===== src/rtl/bus_term_ctrl.sv =====
module bus_term_ctrl #(
  parameter int TIMEOUT  = 64,
  parameter int VEC_BASE = 24
) (
  input  logic       clk,
  input  logic       rst_n,
  input  logic       start,
  input  logic       internal,
  input  logic       iack,
  input  logic [2:0] int_level,
  input  logic       ext_master,
  input  logic [1:0] size_ack,
  input  logic       avec,
  input  logic       berr,
  input  logic       halt,
  output logic       cyc_done,
  output logic       cyc_port16,
  output logic       cyc_avec,
  output logic       cyc_err,
  output logic       cyc_retry,
  output logic       vec_valid,
  output logic [7:0] vec_num,
  output logic       data_oe,
  output logic       strobe_oe,
  output logic       addr_oe,
  output logic       halted,
  output logic       irq_mask
);
  localparam int CW = $clog2(TIMEOUT + 1);

  typedef enum logic [1:0] {IDLE, RUN, HOLD} st_t;
  st_t st;

  logic [1:0] ack_m, ack_s;
  logic [2:0] ctl_m, ctl_s;
  logic [CW-1:0] cnt;
  logic iack_r, rerun;
  logic [2:0] lvl_r;

  always_ff @(posedge clk or negedge rst_n)
    if (!rst_n) begin
      ack_m <= '0; ack_s <= '0; ctl_m <= '0; ctl_s <= '0;
    end else begin
      ack_m <= size_ack; ack_s <= ack_m;
      ctl_m <= {avec, berr, halt}; ctl_s <= ctl_m;
    end

  wire s_avec   = ctl_s[2];
  wire s_berr   = ctl_s[1];
  wire s_halt   = ctl_s[0];
  wire timeout  = !ext_master && (cnt == CW'(TIMEOUT - 1));
  wire berr_eff = s_berr || timeout;
  wire avec_ok  = s_avec && iack_r && !ext_master;
  wire acked    = (|ack_s) || avec_ok;

  always_ff @(posedge clk or negedge rst_n)
    if (!rst_n) begin
      st <= IDLE; cnt <= '0; iack_r <= 1'b0; lvl_r <= '0; rerun <= 1'b0;
      cyc_done <= 1'b0; cyc_port16 <= 1'b0; cyc_avec <= 1'b0;
      cyc_err <= 1'b0; cyc_retry <= 1'b0; vec_valid <= 1'b0; vec_num <= '0;
    end else begin
      cyc_done <= 1'b0; cyc_avec <= 1'b0; cyc_err <= 1'b0;
      cyc_retry <= 1'b0; vec_valid <= 1'b0;
      case (st)
        IDLE:
          if (start && internal) begin
            cyc_done <= 1'b1; cyc_port16 <= 1'b1;
          end else if (start) begin
            st <= RUN; cnt <= '0; iack_r <= iack; lvl_r <= int_level;
          end
        RUN: begin
          cnt <= cnt + 1'b1;
          if (berr_eff && s_halt) begin
            cyc_retry <= 1'b1; st <= HOLD; rerun <= 1'b1;
          end else if (berr_eff) begin
            cyc_err <= 1'b1; st <= IDLE;
          end else if (acked) begin
            cyc_done   <= 1'b1;
            cyc_avec   <= avec_ok;
            cyc_port16 <= avec_ok ? 1'b0 : ack_s[1];
            vec_valid  <= avec_ok;
            if (avec_ok) vec_num <= 8'(VEC_BASE) + {5'd0, lvl_r};
            st <= s_halt ? HOLD : IDLE;
            rerun <= 1'b0;
          end
        end
        default: begin
          if (start && internal) begin
            cyc_done <= 1'b1; cyc_port16 <= 1'b1;
          end
          if (!s_halt) begin
            st <= rerun ? RUN : IDLE; cnt <= '0; rerun <= 1'b0;
          end
        end
      endcase
    end

  assign data_oe   = (st == RUN);
  assign strobe_oe = (st == RUN);
  assign addr_oe   = (st != IDLE);
  assign halted    = (st == HOLD);
  assign irq_mask  = halted;

  p_one_outcome_r2: assert property (@(posedge clk) disable iff (!rst_n)
    $onehot0({cyc_done, cyc_err, cyc_retry}));
  p_timeout_r1: assert property (@(posedge clk) disable iff (!rst_n)
    cyc_err && !$past(s_berr) |-> !$past(ext_master) && $past(cnt) == CW'(TIMEOUT - 1));
  p_retry_holds_r3: assert property (@(posedge clk) disable iff (!rst_n)
    cyc_retry |-> halted && addr_oe && !strobe_oe);
  p_hold_bus_r4: assert property (@(posedge clk) disable iff (!rst_n)
    halted |-> !data_oe && !strobe_oe && addr_oe);
  p_mask_r6: assert property (@(posedge clk) disable iff (!rst_n)
    irq_mask == halted);
  p_vec_r7: assert property (@(posedge clk) disable iff (!rst_n)
    vec_valid |-> cyc_done && cyc_avec);
  p_vec_pulse_r7: assert property (@(posedge clk) disable iff (!rst_n)
    vec_valid |=> !vec_valid);
  p_extm_r8: assert property (@(posedge clk) disable iff (!rst_n)
    vec_valid |-> !$past(ext_master));
endmodule


===== config.mk =====
export PLATFORM = sky130hd
export DESIGN_NAME = bus_term_ctrl
export DESIGN_NICKNAME = d
export VERILOG_FILES = /design/src/rtl/bus_term_ctrl.sv
export SDC_FILE = /design/constraint.sdc
export NUM_CORES = 1
export LEC_CHECK = 0
export CAP_MARGIN = 20
export CORE_MARGIN = 10
export CORE_UTILIZATION = 43
export DETAILED_ROUTE_END_ITERATION = 16
export GPL_TIMING_DRIVEN = 0
export PLACE_DENSITY_LB_ADDON = 0.2
export SLEW_MARGIN = 25
export SYNTH_ARGS = -nofsm -noshare
export SYNTH_HDL_FRONTEND = slang
export SYNTH_SLANG_ARGS = --single-unit

===== constraint.sdc =====
create_clock -name clk -period 1.6 [get_ports clk]
set_input_delay 0.32 -clock clk [delete_from_list [all_inputs] [get_ports clk]]
set_output_delay 0.32 -clock clk [all_outputs]
set_load 0.005 [all_outputs]

After elaboration in Yosys (flattened, before gate mapping) --
Cells that the tools add are included.
Cells by class: $add $sub $neg 2, equal/unequal tests 13, multiplexer cells 38, bitwise operators 4, reductions and logical operators 18
Operator list (count):
- $mux W1 | 25
- $mux W7 | 3
- $mux W2 | 7
- $pmux W7 S2 | 1
- $reduce_and A4 Y1 | 3
- $ne A2 B2 Y1 const B | 5
- $add A7 B1 Y7 const B | 1
- $eq A7 B6 Y1 const B | 1
- $add A5 B3 Y6 const A | 1
- $ne A3 B2 Y1 const B | 2
- $reduce_and A3 Y1 | 2
- $logic_and A1 B1 Y1 | 5
- $reduce_and A5 Y1 | 1
- $ne A4 B1 Y1 const B | 1
- $not A1 Y1 | 4
- $pmux W2 S2 | 1
- $reduce_bool A2 Y1 | 2
- $ne A3 B1 Y1 const B | 1
- $eq A2 B1 Y1 const B | 1
- $eq A2 B2 Y1 const B | 1
- $logic_not A2 Y1 | 1
- $logic_or A1 B1 Y1 | 2
- $ne A2 B1 Y1 const B | 1
- $pmux W1 S2 | 1
- other kinds (2) | 2
Storage, ports and cells: bits in registers 37, bits of input ports 14, output and inout port bits 19, logic and storage cells 90

Depth between registers and ports, before layout --
Gate-level depths: netlist of the first run.
depth after elaboration 7, depth in mapped cells 5, gate-level depth less buffers 5

Worst setup path before layout of the first run --
Ideal clock, no wire load.
path kind register to register, from reg cnt[0], to reg vec_num[0], setup time 0.125 ns, data arrival time 1.624 ns, required time 1.475 ns, slack -0.149 ns, cell stages (with the launch flop) 6, buffers on the path 0, period minus slack after synthesis 1.749 ns, cells stage by stage dfrtp_1 -> ha_1 -> and3_4 -> a41o_4 -> nor3_4 -> mux2_2
On the way: word-level cells in the longest chain between the ends 6, elaborated cells on any way between the ends 7, those cells by class eq/ne (1); bitwise (2); reduce/logical (4)
RTL lines:
- start: declaration | RTL line 36 | logic [CW-1:0] cnt;
- start signal: assignment | RTL line 72 | cnt <= cnt + 1'b1;
- $eq A7 B6 Y1 (*) | RTL line 51 | wire timeout = !ext_master && (cnt == CW'(TIMEOUT - 1));
- $logic_and A1 B1 Y1 (*) | RTL line 51
- $logic_or A1 B1 Y1 (*) | RTL line 52 | wire berr_eff = s_berr || timeout;
- $logic_and A1 B1 Y1 | RTL line 73 | if (berr_eff && s_halt) begin
- $not A1 Y1 (no line)
- $reduce_and A5 Y1 (no line) (*)
- end signal: assignment | RTL line 82 | if (avec_ok) vec_num <= 8'(VEC_BASE) + {5'd0, lvl_r};
- end: declaration | RTL line 22 | output logic [7:0] vec_num,
Every way passes the cells marked *; elsewhere a longest branch is shown, timed or not. A chain may end at the register's enable or synchronous reset.

Final worst setup path of the first run --
from reg cnt[1], to reg vec_num[2]
The elaborated chain is that of the path after synthesis.

==> results.txt, run 1 <==
CP peak stage delay -> 0.39 ns
N_diodes -> 0
Type of the worst setup path -> register to register
Worst VDD drop -> 0.000659 V
Critical path cell sequence -> ha_2, and3_4, a41o_4, nor3_4, mux2_4
Crit path from -> cnt[1]$_DFFE_PN0P_
I/O Pins -> 33
Max cap viols -> 0
Inserted Clock Buffers -> 5
Slowest-stage cell, CP -> dfrtp_1
Hold buffers post-CTS -> 0
Headroom to the max-slew limit -> 52.6%
Post-synth EDFFs -> 0
RSZ-0062 raised after global routing -> true
CTS tree -> yes
YS warnings -> 0
Reg2Reg Setup Slack -> -0.12 ns
Sink Count -> 33
Area delta synth->final -> 41.0%
Final setup violation count -> 5
CP Buf/Inv Count -> 0
Core area -> 3030 um2
Clk Latency, worst-skew pair -> 0.33 ns
Flops & latches, synth -> 33
R2R depth -> 5
Failing checks -> negative setup slack
Final hold vios -> 0
Final cycle utilization of the critical path -> 108%
Largest net degree at the start of global routing -> 34
CP max FO -> 4
Setup WS post-layout -> -0.120 ns
Crit path launch type -> register
Hpwl dp -> 2.03 mm
Setup TNS Final -> -0.391 ns
Initial antenna violation count -> 0
Power Total -> 0.00277 W
First-pass DRT Iterations -> 7
IO buf count -> 29
Crit path max-delay family -> simple AND/OR/NAND/NOR gates
Number of nets in the layout -> 178
CTS max path bufs -> 2
Synth unique cells -> 36
Die width -> 76.1 um
Ys flop type -> dfrtp_1
Most common cell after layout, fill and taps aside -> dfrtp_1
Worst path required time -> 1.82 ns
Via-to-Cell Ratio -> 4.99
Max Fclk -> 581 MHz
Starting Density -> 44.7%
Synth area leader -> dfrtp_1
Synth Area per Inst -> 12.2 um2
Leakage power figure -> 0.899 nW
CP Data Arrival Time -> 1.94 ns
DRC errors left -> 0
Mapped Area -> 1350 um2
Reg2reg end -> vec_num[2]$_DFFE_PN0P_
Via count of the routed design -> 1038
Register area share after synthesis -> 61.0%
CP Capture Type -> register
Die H -> 76.1 um
Hold WC Path Type -> input port to asynchronous set/reset pin
Layout cells sized above 1 -> 32.3%
R2r startpoint -> cnt[1]$_DFFE_PN0P_
First DRT Iteration DRCs -> 67
Worst Tran Pin Value -> 0.711 ns
First-pass GRT wire length -> 4.83 mm
Total gr overflow -> 0
Mapped Cells -> 111
Root buffer cell -> clkbuf_4
Pwr Density -> 1450 nW/um2
Reg clk slew, reported paths -> 0.09 ns
Max-slew violations -> 0
Final WL -> 2.92 mm
Yosys top cell area share -> 61.0%
Wire length per cell -> 14.1 um
Vias in the first global route -> 1019
Post-route ant nets -> 0
Row count -> 20
Clk_skew -> 0.00359 ns
Routability congestion estimate -> 0.812
Largest cells by area after synthesis -> dfrtp_1, mux2_2, buf_4
Crit path time final -> 1.72 ns
GR Util All Layers -> 10.1%
Die area -> 5790 um2
Commonest cells after routing, fill and taps aside -> dfrtp_1, buf_4, clkdlybuf4s50_1
CTS H-tree lvls -> 2
Asr flop ratio synth -> 100%
Run status -> complete, but fails checks
Yosys cell counts, types with 2 or more instances:
master	count
clkbuf_1	2
nor2_1	5
nor2b_1	3
nor3_1	2
o21ai_0	10
nand2_1	8
a22o_1	2
inv_1	2
or2_2	2
and3_1	4
a31oi_1	2
mux2_2	7
dfrtp_1	33
buf_4	7
layer usage:
metal	vias to the layer above	track usage, %	share of wire, %
met3	5	5.19	7.4
met5	-	0	0
met4	0	2.79	1.1
met1	503	11.3	41
met2	42	16.5	50
li1	488	-	-
stage by stage:
stage,util (%),hold WS [ns],instance area (um2),setup WS [ns],std cells
floorplan,-,0.0244,1380,-0.0567,113
global placement,56.8,0.332,1720,-0.421,186
detailed placement,56.7,0.338,1720,-0.421,186
CTS,61.1,0.0463,1850,-0.123,204
global route,63.1,0.0672,1910,-0.186,208
finish,63.1,0.0349,1910,-0.120,208
power breakdown:
group / switching [W] / internal (W) / total [W]
logic: 0.000475 / 0.000711 / 0.00119
registers: 0.000117 / 0.00104 / 0.00115
clock network: 0.000260 / 0.000167 / 0.000427
total: 0.000852 / 0.00191 / 0.00277
how the worst max path moves through the flow:
stage	cells past startpoint	endpoint
finish	5	vec_num[2]$_DFFE_PN0P_
global route	5	vec_num[1]$_DFFE_PN0P_
CTS	5	vec_num[1]$_DFFE_PN0P_
detailed placement	5	vec_num[2]$_DFFE_PN0P_
global placement	5	vec_num[2]$_DFFE_PN0P_
floorplan	5	vec_num[0]$_DFFE_PN0P_
kinds of logic after synthesis:
group	after synthesis	share of synthesized area (%)
DFF	33	61.0
and+or+nand+nor	32	13.7
AOI/OAI and AO/OA	24	12.4
buffers and inverters	12	5.27
muxes	7	5.82
adders and majority gates	1	0.924
other	1	0.277
xor gates and xnor gates	1	0.647
registers in the layout, indices dropped and copies added, names as in the netlist, 2 cells and up:
| signal | cells |
|---|---|
| ack_m | 2 |
| ack_s | 2 |
| cnt | 7 |
| ctl_m | 3 |
| ctl_s | 3 |
| lvl_r | 3 |
| st | 2 |
| vec_num | 4 |
worst register-to-register path, stage by stage, from the launching register on:
cell	delay (ns)
dfrtp_1	0.39
ha_2	0.19
and3_4	0.16
a41o_4	0.23
nor3_4	0.32
mux2_4	0.33
layout make-up:
class | instances | area, um2
fill | 236 | 1120
sequential | 33 | 826
multi-input combinational | 68 | 507
timing repair buffer | 44 | 400
tap | 44 | 55.1
buffer | 8 | 53.8
clock buffer | 6 | 41.3
inverter | 3 | 16.3
clock inverter | 2 | 10.0
timing repair:
| item | 4_1_cts | 5_1_grt |
|---|---|---|
| pin swaps | 2 | 5 |
| gates resized for setup | 26 | 9 |
| setup buffers | 10 | 5 |
| setup endpoints to repair | 16 | 15 |
Note: power is estimated with default switching activity, not from simulation.
==> inputs of run 2 (changes only) <==
--- a/config.mk
+++ b/config.mk
@@ -6,8 +6,10 @@
 export NUM_CORES = 1
 export LEC_CHECK = 0
 export CAP_MARGIN = 20
-export CORE_MARGIN = 10
-export CORE_UTILIZATION = 43
+export CELL_PAD_IN_SITES_DETAIL_PLACEMENT = 0
+export CELL_PAD_IN_SITES_GLOBAL_PLACEMENT = 1
+export CORE_MARGIN = 5
+export CORE_UTILIZATION = 34
 export DETAILED_ROUTE_END_ITERATION = 16
 export GPL_TIMING_DRIVEN = 0
 export PLACE_DENSITY_LB_ADDON = 0.2
==> results.txt, run 2 (synthesis results as in run 1) <==
Multi-input gate area -> 519 um2 (+2.5%)
Vias in the first global route -> 1038 (+1.9%)
Total gr overflow -> 0 (unchanged)
First-pass DRT Iterations -> 4 (-3)
Worst VDD drop -> 0.000667 V (+1.3%)
Clock Power Share -> 20.5% (+5.1 points)
Critical path cell sequence -> ha_2, and3_4, a41o_4, nor3_4, mux2_4
Core area -> 3940 um2 (+30%)
CP Capture Type -> register
M1 WL -> 1.29 mm (+7.7%)
Die width -> 73.1 um (-4.0%)
Net Sw Power -> 0.000918 W (+7.7%)
I/O Pins -> 33 (unchanged)
Seq. cell area -> 826 um2 (unchanged)
Wire length per cell -> 13.9 um (-0.93%)
Most common cell after layout, fill and taps aside -> dfrtp_1
Final hold vios -> 0 (unchanged)
Layout cells sized above 1 -> 34.1% (+1.8 points)
Row count -> 23 (+15%)
First DRT Iteration DRCs -> 55 (-18%)
Crit path time final -> 1.71 ns (-0.00547 ns)
Met3 WL -> 154 um (-29%)
Initial antenna violation count -> 0 (unchanged)
Met2 WL -> 1.51 mm (+2.7%)
Post-route ant nets -> 0 (unchanged)
Final WL -> 3.02 mm (+3.4%)
Comb pwr share -> 40.9% (-2.0 points)
R2R depth -> 5 (unchanged)
CTS H-tree lvls -> 2 (unchanged)
Pwr Density -> 1490 nW/um2 (+2.8%)
Via count of the routed design -> 1023 (-1.4%)
Area post-placement -> 1750 um2 (+2.0%)
CTS tree -> yes
Run status -> complete, but fails checks
RSZ-0062 raised after global routing -> true
Leakage power figure -> 0.924 nW (+2.8%)
CTS max path bufs -> 2 (unchanged)
Max cap viols -> 0 (unchanged)
Root buffer cell -> clkbuf_8
Max layer used -> met4
Clk_skew -> 0.00469 ns (+0.00110 ns)
Type of the worst setup path -> register to register
Clk Latency, worst-skew pair -> 0.29 ns (-0.04 ns)
CP max FO -> 4 (unchanged)
CP peak stage delay -> 0.40 ns (about the same)
Hpwl dp -> 2.11 mm (+4.3%)
Number of nets in the layout -> 181 (+1.7%)
Die area -> 5340 um2 (-7.8%)
Largest regs -> cnt: 7 flops, vec_num: 4 flops
Crit path launch type -> register
Slowest-stage cell, CP -> dfrtp_1
Max Fclk -> 583 MHz (+0.32%)
Final cycle utilization of the critical path -> 107% (-0.34 points)
Starting Density -> 34.3% (-10 points)
Final setup violation count -> 5 (unchanged)
IO buf count -> 29 (unchanged)
Setup WS post-layout -> -0.115 ns (+0.00547 ns)
Area delta synth->final -> 48.0%
Max reg flops -> 7 (unchanged)
Die H -> 73.1 um (-4.0%)
Pre-CTS setup slack -> -0.438 ns (-0.0172 ns)
GR Util All Layers -> 12.4% (+2.3 points)
Commonest cells after routing, fill and taps aside -> dfrtp_1, clkdlybuf4s50_1, buf_4
Switching share of total power -> 30.8% (-0.040 points)
Max-slew violations -> 0 (unchanged)
CP Data Arrival Time -> 1.89 ns (-0.05 ns)
N_diodes -> 0 (unchanged)
Sink Count -> 33 (unchanged)
DRC errors left -> 0 (unchanged)
Inserted Clock Buffers -> 5 (unchanged)
Worst path required time -> 1.77 ns (-0.05 ns)
Routability congestion estimate -> 0.748 (-7.9%)
Hold WC Path Type -> register to register
First-pass GRT wire length -> 4.89 mm (+1.1%)
Power share of the sequential group -> 38.6% (-3.1 points)
Failing checks -> negative setup slack
FILL cells -> 349 (+48%)
Via-to-Cell Ratio -> 4.71 (-5.5%)
Reg clk slew, reported paths -> 0.07 ns (-0.02 ns)
Largest net degree at the start of global routing -> 20 (-41%)
Top reg by flops -> cnt
Power Internal -> 0.00206 W (+7.9%)
Design area -> 2000 um2 (+4.9%)
Hold Path Depth -> 0
-- run 2: changes by cell type in the layout (fill, tap and decap cells not counted), sizes merged --
| cell | change |
|---|---|
| clkdlybuf4s50 | +2 |
| clkinvlp | +1 |
| dlygate4sd2 | -1 |
| dlygate4sd3 | +1 |
-- run 2: critical path: cells and delay by family (launching register included) --
family	cells	cell delay (ns)
AND/OR/NAND/NOR	2	0.45
flip-flops	1	0.40
multiplexers	1	0.33
AO/OA/AOI/OAI	1	0.23
adder cells (fa/ha/maj)	1	0.20
-- run 2: final timing paths --
| kind | startpoint | to | slack (ns) |
|---|---|---|---|
| max in group asynchronous | rst_n | ctl_s[1]$_DFF_PN0_ | 0.69 |
| worst max register to register | cnt[0]$_DFFE_PN0P_ | vec_num[1]$_DFFE_PN0P_ | -0.11 |
| worst min register to register | ack_m[0]$_DFF_PN0_ | ack_s[0]$_DFF_PN0_ | 0.35 |
| min in group asynchronous | rst_n | cnt[4]$_DFFE_PN0P_ | 0.49 |
| worst min-delay path | ack_m[0]$_DFF_PN0_ | ack_s[0]$_DFF_PN0_ | 0.35 |
| worst max-delay path | cnt[0]$_DFFE_PN0P_ | vec_num[1]$_DFFE_PN0P_ | -0.11 |
-- run 2: area by class of cell --
class	count	area share, %
buffer	9	3.06
clock buffer	5	3.44
clock inverter	3	0.874
inverter	3	0.812
multi-input combinational	68	25.9
sequential	33	41.2
tap	50	3.12
timing repair buffer	46	21.5
-- run 2: layer usage --
layer	global-route usage [%]	vias up
li1	-	492
met1	14.1	503
met2	20.6	21
met3	4.82	7
met4	5.33	0
met5	0	-
-- run 2: metrics by stage --
step                      std cells  power (W)  hold WS [ns]  setup TNS (ns)  util [%]
after global placement          192    0.00212         0.333          -17.66      43.8
after global routing            217    0.00317         0.360          -0.741      50.8
after CTS                       214    0.00296         0.353          -0.495      50.1
final                           217    0.00298         0.350          -0.447      50.8
after detailed placement        193    0.00217         0.270           -5.20      44.4
after floorplan                 113    0.00167        0.0244          -0.170         -
-- run 2: power by group through the flow --
stage / sequential, W / combinational (W) / clock (W)
3_3_place_gp: 0.00118 / 0.000940 / 0
2_1_floorplan: 0.00116 / 0.000504 / 0
6_report: 0.00115 / 0.00122 / 0.000611
3_5_place_dp: 0.00119 / 0.000977 / 0
4_1_cts: 0.00115 / 0.00118 / 0.000628
5_1_grt: 0.00118 / 0.00133 / 0.000660
-- run 2: repair_timing --
item,CTS,global route
pin swaps,4,0
buffers inserted,12,3
hold buffers,1,0
setup endpoints to repair,15,18
hold endpoints to repair,14,0
gates resized for setup,23,7
==> inputs of run 3 (changes only) <==
--- a/config.mk
+++ b/config.mk
@@ -9,8 +9,9 @@
 export CELL_PAD_IN_SITES_DETAIL_PLACEMENT = 0
 export CELL_PAD_IN_SITES_GLOBAL_PLACEMENT = 1
 export CORE_MARGIN = 5
-export CORE_UTILIZATION = 34
+export CORE_UTILIZATION = 43
 export DETAILED_ROUTE_END_ITERATION = 16
+export DONT_BUFFER_PORTS = 1
 export GPL_TIMING_DRIVEN = 0
 export PLACE_DENSITY_LB_ADDON = 0.2
 export SLEW_MARGIN = 25
==> results.txt, run 3 (synthesis results as in run 1) <==
RSZ-0062 raised after global routing -> true
Final cycle utilization of the critical path -> 105% (-2.3 points)
Initial antenna violation count -> 0 (unchanged)
Max Fclk -> 596 MHz (+2.2%)
I/O Pins -> 33 (unchanged)
Starting Density -> 44.7% (+10 points)
Die width -> 66.1 um (-9.6%)
CP max FO -> 4 (unchanged)
Pwr Density -> 1560 nW/um2 (+4.5%)
Die H -> 66.1 um (-9.6%)
Routability congestion estimate -> 0.761 (+1.7%)
Setup WS post-layout -> -0.0773 ns (+0.0375 ns)
Final WL -> 2.62 mm (-13%)
Design area -> 1710 um2 (-14%)
R2R depth -> 5 (unchanged)
Hold Path Depth -> 2 (+2)
Wire length per cell -> 14.4 um (+3.2%)
Area delta synth->final -> 26.5%
Hpwl dp -> 1.77 mm (-16%)
Run status -> complete, but fails checks
Largest regs -> cnt: 7 flops, vec_num: 4 flops
N_diodes -> 0 (unchanged)
Crit path time final -> 1.68 ns (-0.0375 ns)
R2r startpoint -> cnt[0]$_DFFE_PN0P_
Most common cell after layout, fill and taps aside -> dfrtp_1
First-pass GRT wire length -> 4.32 mm (-12%)
Hold_sp -> internal
First DRT Iteration DRCs -> 41 (-25%)
Top reg by flops -> cnt
Commonest cells after routing, fill and taps aside -> dfrtp_1, buf_4, o21ai_0
GR Util All Layers -> 13.4% (+0.96 points)
Clk Latency, worst-skew pair -> 0.32 ns (+0.03 ns)
Final hold vios -> 0 (unchanged)
Worst VDD drop -> 0.000877 V (+31%)
Area post-placement -> 1430 um2 (-18%)
CTS H-tree lvls -> 2 (unchanged)
Root buffer cell -> clkbuf_4
Total gr overflow -> 0 (unchanged)
Reg clk slew, reported paths -> 0.10 ns (+0.03 ns)
Hold WC Path Type -> input port to register
CTS max path bufs -> 2 (unchanged)
IO buf count -> 0 (-100%)
CP Data Arrival Time -> 1.89 ns (about the same)
Crit path launch type -> register
Power Total -> 0.00267 W (-11%)
Sink Count -> 33 (unchanged)
Core area -> 3030 um2 (-23%)
CTS tree -> yes
Final setup violation count -> 4 (-1)
CP Capture Type -> register
Via count of the routed design -> 930 (-9.1%)
Clk_skew -> 0.00751 ns (+0.00282 ns)
Crit path from -> cnt[0]$_DFFE_PN0P_
Leakage power figure -> 0.794 nW (-14%)
Largest net degree at the start of global routing -> 34 (+70%)
Max reg flops -> 7 (unchanged)
Layout cells sized above 1 -> 33.3% (-0.80 points)
Type of the worst setup path -> register to register
First-pass DRT Iterations -> 4 (unchanged)
Setup TNS Final -> -0.266 ns (+0.181 ns)
Vias in the first global route -> 908 (-13%)
Failing checks -> negative setup slack
Die area -> 4370 um2 (-18%)
Inserted Clock Buffers -> 5 (unchanged)
Post-route ant nets -> 0 (unchanged)
Via-to-Cell Ratio -> 5.11 (+8.4%)
Row count -> 20 (-13%)
Number of nets in the layout -> 152 (-16%)
Max-slew violations -> 0 (unchanged)
Max cap viols -> 0 (unchanged)
Worst path required time -> 1.82 ns (+0.05 ns)
DRC errors left -> 0 (unchanged)
## run 3: changes by cell type in the layout (fill, tap and decap cells not counted), sizes merged, moves of 2 or more
cell,previous run,this run
inv,2,4
clkinv,3,0
dlygate4sd3,1,6
buf,26,17
clkdlybuf4s50,22,0
## run 3: per-layer routing
layer | global-route usage, % | share of wire (%)
met4 | 5.58 | 1.5
met1 | 17.0 | 42
met5 | 0 | 0
met3 | 6.12 | 6.9
met2 | 19.5 | 50
## run 3: power breakdown
group | leakage [nW] | switching [W] | internal (W)
sequential | 0.410 | 0.000146 | 0.00104
combinational | 0.338 | 0.000405 | 0.000442
clock | 0.0455 | 0.000259 | 0.000373
## run 3: path summary, 6_finish.rpt
kind                                               end  slack (ns)
worst max-delay path            vec_num[2]$_DFFE_PN0P_       -0.08
worst min-delay path                cyc_done$_DFF_PN0_        0.14
worst max register to register  vec_num[2]$_DFFE_PN0P_       -0.08
worst min register to register      ctl_s[2]$_DFF_PN0_        0.36
max in group asynchronous            st[1]$_DFFE_PN0P_        1.00
min in group asynchronous            cyc_err$_DFF_PN0_        0.43
## run 3: area by class of cell
type | count | area (um2)
timing repair buffer | 16 | 148
buffer | 9 | 65.1
tap | 44 | 55.1
clock inverter | 1 | 30.0
timing repair inverter | 1 | 6.26
multi-input combinational | 68 | 507
clock buffer | 7 | 55.1
fill | 263 | 1320
sequential | 33 | 828
inverter | 3 | 18.8
## run 3: critical path, stage by stage, from the launching register on
cell	delay [ns]
dfrtp_1	0.41
ha_2	0.19
and3_4	0.17
a41o_4	0.23
nor3_4	0.24
mux2_4	0.33
## run 3: stage by stage
step | hold WS, ns | util, % | setup slack (ns) | instances
after floorplan | 0.0244 | - | -0.0567 | 113
after global placement | 0.0253 | 47.2 | -0.155 | 157
after detailed placement | 0.0255 | 47.2 | -0.173 | 157
after CTS | 0.00202 | 53.1 | -0.122 | 173
after global routing | 0.110 | 56.6 | -0.151 | 182
final | 0.135 | 56.6 | -0.0773 | 182
## run 3: repair_timing
| item | in CTS | in global routing |
|---|---|---|
| hold endpoints to repair | 35 | 3 |
| setup buffers | 4 | 5 |
| endpoints found under the setup margin | 14 | 18 |
| hold buffers | 4 | 3 |
| resized for setup | 4 | 10 |
| pin swaps | 2 | 1 |
| gates cloned | 0 | 1 |
